$ cat src/rtl/rm_reset_seq_pkg.sv
package rm_reset_seq_pkg;

  typedef enum logic [2:0] {
    ST_IDLE       = 3'd0,
    ST_ISOLATE    = 3'd1,
    ST_HOLD       = 3'd2,
    ST_PULSE_LOW  = 3'd3,
    ST_PULSE_HIGH = 3'd4,
    ST_RELEASE    = 3'd5,
    ST_RUN        = 3'd6
  } seq_state_e;

  typedef struct packed {
    logic lvl;
    logic edg;
    logic dec;
  } rst_out_t;

  // Output levels for each state; shared mode mirrors the level reset.
  function automatic rst_out_t decode_out(seq_state_e s, logic single);
    rst_out_t o;
    o = '{lvl: 1'b1, edg: 1'b0, dec: 1'b1};
    unique case (s)
      ST_IDLE, ST_ISOLATE: o = '{lvl: 1'b1, edg: 1'b0,    dec: 1'b1};
      ST_HOLD:             o = '{lvl: 1'b1, edg: single,  dec: 1'b1};
      ST_PULSE_LOW:        o = '{lvl: 1'b0, edg: 1'b0,    dec: 1'b1};
      ST_PULSE_HIGH:       o = '{lvl: 1'b1, edg: 1'b1,    dec: 1'b1};
      ST_RELEASE:          o = '{lvl: 1'b0, edg: !single, dec: 1'b1};
      ST_RUN:              o = '{lvl: 1'b0, edg: !single, dec: 1'b0};
      default:             o = '{lvl: 1'b1, edg: 1'b0,    dec: 1'b1};
    endcase
    return o;
  endfunction

endpackage

$ cat src/rtl/rm_reset_seq_sync.sv
module rm_reset_seq_sync #(
  parameter int STAGES = 2
) (
  input  logic clk,
  input  logic rst_n,
  input  logic async_in,
  output logic sync_out
);

  logic [STAGES-1:0] chain;

  genvar g;
  generate
    for (g = 0; g < STAGES; g++) begin : g_stage
      if (g == 0) begin : g_first
        always_ff @(posedge clk or negedge rst_n) begin
          if (!rst_n) chain[0] <= 1'b0;
          else        chain[0] <= async_in;
        end
      end else begin : g_next
        always_ff @(posedge clk or negedge rst_n) begin
          if (!rst_n) chain[g] <= 1'b0;
          else        chain[g] <= chain[g-1];
        end
      end
    end
  endgenerate

  assign sync_out = chain[STAGES-1];

endmodule

$ cat src/rtl/rm_reset_seq_cnt.sv
module rm_reset_seq_cnt #(
  parameter int CNT_W = 8
) (
  input  logic             clk,
  input  logic             rst_n,
  input  logic             load,
  input  logic [CNT_W-1:0] len,
  input  logic             en,
  output logic             zero
);

  logic [CNT_W-1:0] cnt;
  logic [CNT_W-1:0] ld_val;

  // A length of zero behaves as one cycle.
  assign ld_val = (len == '0) ? '0 : len - 1'b1;

  always_ff @(posedge clk or negedge rst_n) begin
    if (!rst_n)                  cnt <= '0;
    else if (load)               cnt <= ld_val;
    else if (en && cnt != '0)    cnt <= cnt - 1'b1;
  end

  assign zero = (cnt == '0);

  a_r6_count_moves: assert property (@(posedge clk) disable iff (!rst_n)
    (!load && en && !zero) |=> (cnt == $past(cnt) - 1'b1));

endmodule

$ cat src/rtl/rm_reset_seq_fsm.sv
module rm_reset_seq_fsm
  import rm_reset_seq_pkg::*;
#(
  parameter int CNT_W = 8
) (
  input  logic             clk,
  input  logic             rst_n,
  input  logic             gwe_s,
  input  logic             eos_s,
  input  logic             start_req,
  input  logic             mode_single,
  input  logic [CNT_W-1:0] low_len,
  input  logic [CNT_W-1:0] settle_len,
  input  logic             cnt_zero,
  output logic             cnt_load,
  output logic [CNT_W-1:0] cnt_len,
  output logic             cnt_en,
  output logic             lvl_rst,
  output logic             edge_rst,
  output logic             decouple,
  output logic             done
);

  seq_state_e state, nxt;
  logic       mode_q;
  logic       eos_d;
  logic       eos_rise;
  logic       eos_pend;
  logic       eos_evt;
  logic       in_seq;
  logic       leave_hold;
  rst_out_t   out_nxt;

  assign eos_rise = eos_s & ~eos_d;
  assign eos_evt  = eos_rise | eos_pend;
  assign in_seq   = (state == ST_HOLD) || (state == ST_PULSE_LOW) ||
                    (state == ST_PULSE_HIGH) || (state == ST_RELEASE);

  always_comb begin
    nxt = state;
    unique case (state)
      ST_IDLE:       if (start_req) nxt = ST_ISOLATE;
      ST_ISOLATE:    if (gwe_s) nxt = ST_HOLD;
      ST_HOLD:       if (eos_evt) nxt = mode_q ? ST_PULSE_LOW : ST_RELEASE;
      ST_PULSE_LOW:  if (cnt_zero) nxt = ST_PULSE_HIGH;
      ST_PULSE_HIGH: nxt = ST_RELEASE;
      ST_RELEASE:    if (cnt_zero) nxt = ST_RUN;
      ST_RUN:        if (!gwe_s) nxt = ST_IDLE;
      default:       nxt = ST_IDLE;
    endcase
    if (in_seq && !gwe_s) nxt = ST_ISOLATE;
  end

  assign leave_hold = (state == ST_HOLD) && (nxt != ST_HOLD);
  assign cnt_load   = ((nxt == ST_PULSE_LOW) && (state != ST_PULSE_LOW)) ||
                      ((nxt == ST_RELEASE) && (state != ST_RELEASE));
  assign cnt_len    = (nxt == ST_PULSE_LOW) ? low_len : settle_len;
  assign cnt_en     = (state == ST_PULSE_LOW) || (state == ST_RELEASE);
  assign out_nxt    = decode_out(nxt, mode_q);

  always_ff @(posedge clk or negedge rst_n) begin
    if (!rst_n) begin
      state    <= ST_IDLE;
      mode_q   <= 1'b0;
      eos_d    <= 1'b0;
      eos_pend <= 1'b0;
      lvl_rst  <= 1'b1;
      edge_rst <= 1'b0;
      decouple <= 1'b1;
      done     <= 1'b0;
    end else begin
      state    <= nxt;
      eos_d    <= eos_s;
      if (state == ST_IDLE && start_req) mode_q <= mode_single;
      if (state == ST_IDLE || leave_hold) eos_pend <= 1'b0;
      else if (eos_rise)                  eos_pend <= 1'b1;
      lvl_rst  <= out_nxt.lvl;
      edge_rst <= out_nxt.edg;
      decouple <= out_nxt.dec;
      done     <= (nxt == ST_RUN) && (state != ST_RUN);
    end
  end

  // reset held while no end-of-startup event is available
  a_r3_hold_level: assert property (@(posedge clk) disable iff (!rst_n)
    (state == ST_HOLD && !eos_evt) |=> lvl_rst);

  // edge reset rises on the very edge that releases the level reset
  a_r4_edge_with_release: assert property (@(posedge clk) disable iff (!rst_n)
    (!mode_q && $fell(lvl_rst)) |-> $rose(edge_rst));

  // shared mode keeps both pins identical once past isolation
  a_r5_shared_mirror: assert property (@(posedge clk) disable iff (!rst_n)
    (mode_q && state != ST_IDLE && state != ST_ISOLATE) |-> (edge_rst == lvl_rst));

  // boundary reconnects only out of the settle window
  a_r2_decouple_after_settle: assert property (@(posedge clk) disable iff (!rst_n)
    $fell(decouple) |-> ($past(state) == ST_RELEASE && state == ST_RUN));

  // completion is a single-cycle pulse
  a_r6_done_pulse: assert property (@(posedge clk) disable iff (!rst_n)
    done |=> !done);

  // withdrawal of write enable mid-sequence returns to isolation
  a_r7_abort: assert property (@(posedge clk) disable iff (!rst_n)
    (in_seq && !gwe_s) |=> (state == ST_ISOLATE && lvl_rst && !edge_rst && decouple));

endmodule

$ cat src/rtl/rm_reset_seq.sv
module rm_reset_seq #(
  parameter int CNT_W       = 8,
  parameter int SYNC_STAGES = 2
) (
  input  logic             clk,
  input  logic             rst_n,
  input  logic             gwe_in,
  input  logic             eos_in,
  input  logic             start_req,
  input  logic             mode_single,
  input  logic [CNT_W-1:0] low_len,
  input  logic [CNT_W-1:0] settle_len,
  output logic             lvl_rst,
  output logic             edge_rst,
  output logic             decouple,
  output logic             done
);

  logic             gwe_s;
  logic             eos_s;
  logic             cnt_load;
  logic             cnt_en;
  logic             cnt_zero;
  logic [CNT_W-1:0] cnt_len;

  rm_reset_seq_sync #(.STAGES(SYNC_STAGES)) u_sync_gwe (
    .clk      (clk),
    .rst_n    (rst_n),
    .async_in (gwe_in),
    .sync_out (gwe_s)
  );

  rm_reset_seq_sync #(.STAGES(SYNC_STAGES)) u_sync_eos (
    .clk      (clk),
    .rst_n    (rst_n),
    .async_in (eos_in),
    .sync_out (eos_s)
  );

  rm_reset_seq_cnt #(.CNT_W(CNT_W)) u_cnt (
    .clk   (clk),
    .rst_n (rst_n),
    .load  (cnt_load),
    .len   (cnt_len),
    .en    (cnt_en),
    .zero  (cnt_zero)
  );

  rm_reset_seq_fsm #(.CNT_W(CNT_W)) u_fsm (
    .clk         (clk),
    .rst_n       (rst_n),
    .gwe_s       (gwe_s),
    .eos_s       (eos_s),
    .start_req   (start_req),
    .mode_single (mode_single),
    .low_len     (low_len),
    .settle_len  (settle_len),
    .cnt_zero    (cnt_zero),
    .cnt_load    (cnt_load),
    .cnt_len     (cnt_len),
    .cnt_en      (cnt_en),
    .lvl_rst     (lvl_rst),
    .edge_rst    (edge_rst),
    .decouple    (decouple),
    .done        (done)
  );

endmodule

$ cat config.mk
export PLATFORM = sky130hd
export DESIGN_NAME = rm_reset_seq
export DESIGN_NICKNAME = d
export VERILOG_FILES = /design/src/rtl/rm_reset_seq_pkg.sv /design/src/rtl/rm_reset_seq_sync.sv /design/src/rtl/rm_reset_seq_cnt.sv /design/src/rtl/rm_reset_seq_fsm.sv /design/src/rtl/rm_reset_seq.sv
export SDC_FILE = /design/constraint.sdc
export NUM_CORES = 1
export LEC_CHECK = 0
export BUFFER_PORTS_ARGS = -buffer_cell sky130_fd_sc_hd__buf_2
export CAP_MARGIN = 5
export CORE_ASPECT_RATIO = 0.8
export CORE_MARGIN = 1.5
export CORE_UTILIZATION = 35
export DETAILED_ROUTE_END_ITERATION = 10
export MAX_ROUTING_LAYER = met4
export PLACE_DENSITY = 0.53
export SYNTH_ARGS = -nofsm -noshare
export SYNTH_HDL_FRONTEND = slang
export SYNTH_SLANG_ARGS = --single-unit
$ cat constraint.sdc
create_clock -name clk -period 4.3 [get_ports clk]
set_clock_uncertainty 0.05 [all_clocks]
set_input_delay 0.86 -clock clk [delete_from_list [all_inputs] [get_ports clk]]
set_output_delay 0.86 -clock clk [all_outputs]
set_load 0.03 [all_outputs]
==> results by group <==
Floorplanning
  • Chip Width: 76.8 µm
  • Full die area: 0.00476 mm²
  • Std-Cell Rows: 21
  • Die span in y: 62.0 µm
  • Starting density of the core: 36.5%
  • Num ports: 26
  • Core area: 0.00418 mm²

Synth
  • Synth cell count leaders: 20 x dfrtp_1, 15 x nand2_1, 14 x nor2_1
  • Synth area leader: dfrtp_1
  • Ys Warns: 0
  • Top-count cell post-synth: dfrtp_1
  • Largest cells by area after synthesis: dfrtp_1 33%, xnor2_1 6.3%, mux2i_1 3.9%
  • Cells after Synth: 164
  • Area fraction of the dominant cell type after synthesis: 32.8%
  • Fraction of registers with async set/reset: 100%
  • Syn Std Cell Area: 0.00152 mm²
  • Cell variety after synth: 48
  • Post-synthesis sequential element count: 22
  • Post-synthesis sequential area ratio: 36.3%
  • Syn nets: 189
  • Number of synthesized flops with an enable pin: 0
  • Top FF cell, synth: dfrtp_1
  • Syn Area/Cell: 9.29 µm²

Detailed routing
  • Total number of vias: 1279
  • Vias/cell: 5.22
  • DRC Markers: 0
  • DR pass1 iterations: 4
  • WL final: 3430 µm
  • 1st-iter DRT viols: 61
  • Routed length per instance: 14.0 µm
  • Final ANT Viol Nets: 0

Place
  • Port bufs: 25
  • HPWL Detailed: 2700 µm
  • Placer Congestion: 1.00

Timing
  • Final setup violation count: 0
  • Final Hold Fails: 0
  • RSZ-0062 raised after global routing: false
  • Post-route clock period utilization: 91.0%
  • Tmin final: 3910 ps
  • Max-slew violation count: 0
  • Max Freq: 256 MHz
  • Worst slew margin: 66.0%
  • Slew @ Worst Pin: 511 ps
  • Fin Setup TNS: 0 ps

Power and ir drop
  • Worst VDD drop: 0.272 mV
  • PD cells: 761 mW/mm²
  • Static Leakage: 0.000780 µW
  • Overall power: 1350 µW

Setup path
  • CP Class: reg2reg
  • FF-to-FF Start: u_cnt.cnt[2]$_DFFE_PN0P_
  • Critical Path Source Type: flip-flop
  • R2R depth: 12
  • Crit path required time: 4440 ps
  • Worst R2R Setup Slack: 390 ps
  • Worst R2R End: u_cnt.cnt[6]$_DFFE_PN0P_
  • CP arrival: 4050 ps
  • CP Capture Type: flip-flop
  • Crit path max fanout: 7

Min path
  • Hold Crit Start: u_sync_eos.chain[0]$_DFF_PN0_
  • Hold path depth: 0
  • Worst Hold Class: reg2reg
  • Endpoint, Worst Hold: u_sync_eos.sync_out$_DFF_PN0_

Layout
  • Area Overhead vs Synth: 16.3%
  • Layout cells sized above 1: 23.9%
  • Fill cells: 410
  • Final #Nets: 214
  • Ant. Diodes: 0

Global routing
  • Initial antenna violation count: 0
  • Total global-route track usage: 16.2%
  • Vias in the first global route: 1233
  • Largest net degree at the start of global routing: 23
  • GR Overflow Total: 0
  • First-pass GRT wire length: 5800 µm

CTS
  • Post-CTS setup buffers: 0
  • H-tree depth: 1
  • Worst skew pair latency: 270 ps
  • Clock-pin transition on the worst setup and hold timing paths: 80 ps
  • Post-CTS Hold Buffers: 0
  • Num CTS Buffers: 3
  • CTS Root Cell: clkbuf_8
  • Clock Tree Buf Depth: 2
  • CTS sink cnt: 22
  • Resized Gates After CTS: 0
  • TritonCTS clock tree: yes

Status
  • Status: complete, no violations

Run
  • Max cap viols: 0
## report_power, final
part	leakage, µW	internal, µW	switching, µW	total, µW
Sequential	0.000266	288	98.2	387
Clock	0.0000357	124	70.6	195
Combinational	0.000478	339	428	767
Total	0.000780	752	597	1350
## kinds of logic (layout without fill, tap and decap cells)
logic type | after synthesis | in the layout | synth area share, %
XOR/XNOR | 17 | 17 | 9.77
adder cells (fa/ha/maj) | 4 | 4 | 3.12
AO/OA/AOI/OAI | 34 | 34 | 18.8
buffers and inverters | 11 | 35 | 2.79
flip-flops | 22 | 22 | 36.3
multiplexers | 8 | 8 | 5.66
AND/OR/NAND/NOR | 68 | 68 | 23.6
## worst max path at each step
| stage | from | endpoint | slack [ps] | depth (start not counted) |
|---|---|---|---|---|
| after floorplan | u_cnt.cnt[2]$_DFFE_PN0P_ | u_cnt.cnt[6]$_DFFE_PN0P_ | 790 | 13 |
| after global placement | u_cnt.cnt[2]$_DFFE_PN0P_ | u_cnt.cnt[6]$_DFFE_PN0P_ | 590 | 12 |
| after detailed placement | u_cnt.cnt[2]$_DFFE_PN0P_ | u_cnt.cnt[6]$_DFFE_PN0P_ | 440 | 12 |
| after CTS | u_cnt.cnt[2]$_DFFE_PN0P_ | u_cnt.cnt[6]$_DFFE_PN0P_ | 400 | 12 |
| after global routing | u_cnt.cnt[2]$_DFFE_PN0P_ | u_cnt.cnt[6]$_DFFE_PN0P_ | 190 | 12 |
| final | u_cnt.cnt[2]$_DFFE_PN0P_ | u_cnt.cnt[6]$_DFFE_PN0P_ | 390 | 12 |
## layer usage
metal | routed length [µm] | up-vias | GRT usage, %
met1 | 1800 | 622 | 23.1
met5 | 0 | - | -
met4 | 13 | 0 | 2.38
met2 | 1490 | 16 | 23.9
met3 | 123 | 2 | 3.50
li1 | - | 639 | -
## through the flow
| stage | hold slack (ps) | std cells | setup WS (ps) | utilization [%] | cell area (µm²) |
|---|---|---|---|---|---|
| 4_1_cts | 308 | 245 | 397 | 42.4 | 1770 |
| 6_report | 304 | 245 | 388 | 42.4 | 1770 |
| 2_1_floorplan | 281 | 164 | 789 | - | 1520 |
| 3_5_place_dp | 288 | 241 | 444 | 40.7 | 1700 |
| 3_3_place_gp | 285 | 241 | 588 | 40.7 | 1700 |
| 5_1_grt | 315 | 245 | 194 | 42.4 | 1770 |
## area by class of cell
cell class / instances / area [µm²] / area share [%]
multi-input combinational: 131 / 928 / 52.4
timing repair buffer: 25 / 125 / 7.06
clock buffer: 3 / 41.3 / 2.33
inverter: 6 / 22.5 / 1.27
tap: 57 / 71.3 / 4.03
sequential: 22 / 553 / 31.2
clock inverter: 1 / 30.0 / 1.69
## layout by cell type (no fill, tap or decap), drive strengths merged, types with 3 or more instances in the layout
| cell type | n |
|---|---|
| inv | 6 |
| nor3 | 9 |
| buf | 25 |
| a21oi | 4 |
| nor4 | 5 |
| nand3 | 5 |
| clkbuf | 3 |
| nand2b | 6 |
| xor2 | 6 |
| mux2i | 6 |
| xnor2 | 11 |
| o22ai | 8 |
| nor2b | 3 |
| nor2 | 15 |
| o21ai | 3 |
| dfrtp | 20 |
| nand2 | 16 |
| ha | 3 |
| o22a | 3 |
## state kept, by name, summed over array words and instances (netlist names)
signal	count
u_fsm.mode_q	1
u_fsm.eos_d	1
u_fsm.state	3
u_fsm.lvl_rst	1
u_fsm.done	1
u_fsm.edge_rst	1
u_fsm.eos_pend	1
u_fsm.decouple	1
u_cnt.cnt	8
u_sync_eos.chain	1
u_sync_gwe.sync_out	1
u_sync_eos.sync_out	1
u_sync_gwe.chain	1
## worst max-delay path, cell delays in order, from the launching register on
cell and delay, ps:
dfrtp_1 430, or4_4 570, or4b_1 630, mux2_4 380, a21boi_4 210, nand2_2 170, mux2i_1 290, ha_1 280
nand2b_1 90, nor4_1 250, xor2_1 220, mux2i_1 110, o22ai_1 150
No activity file was read; power rests on OpenSTA's default activity.
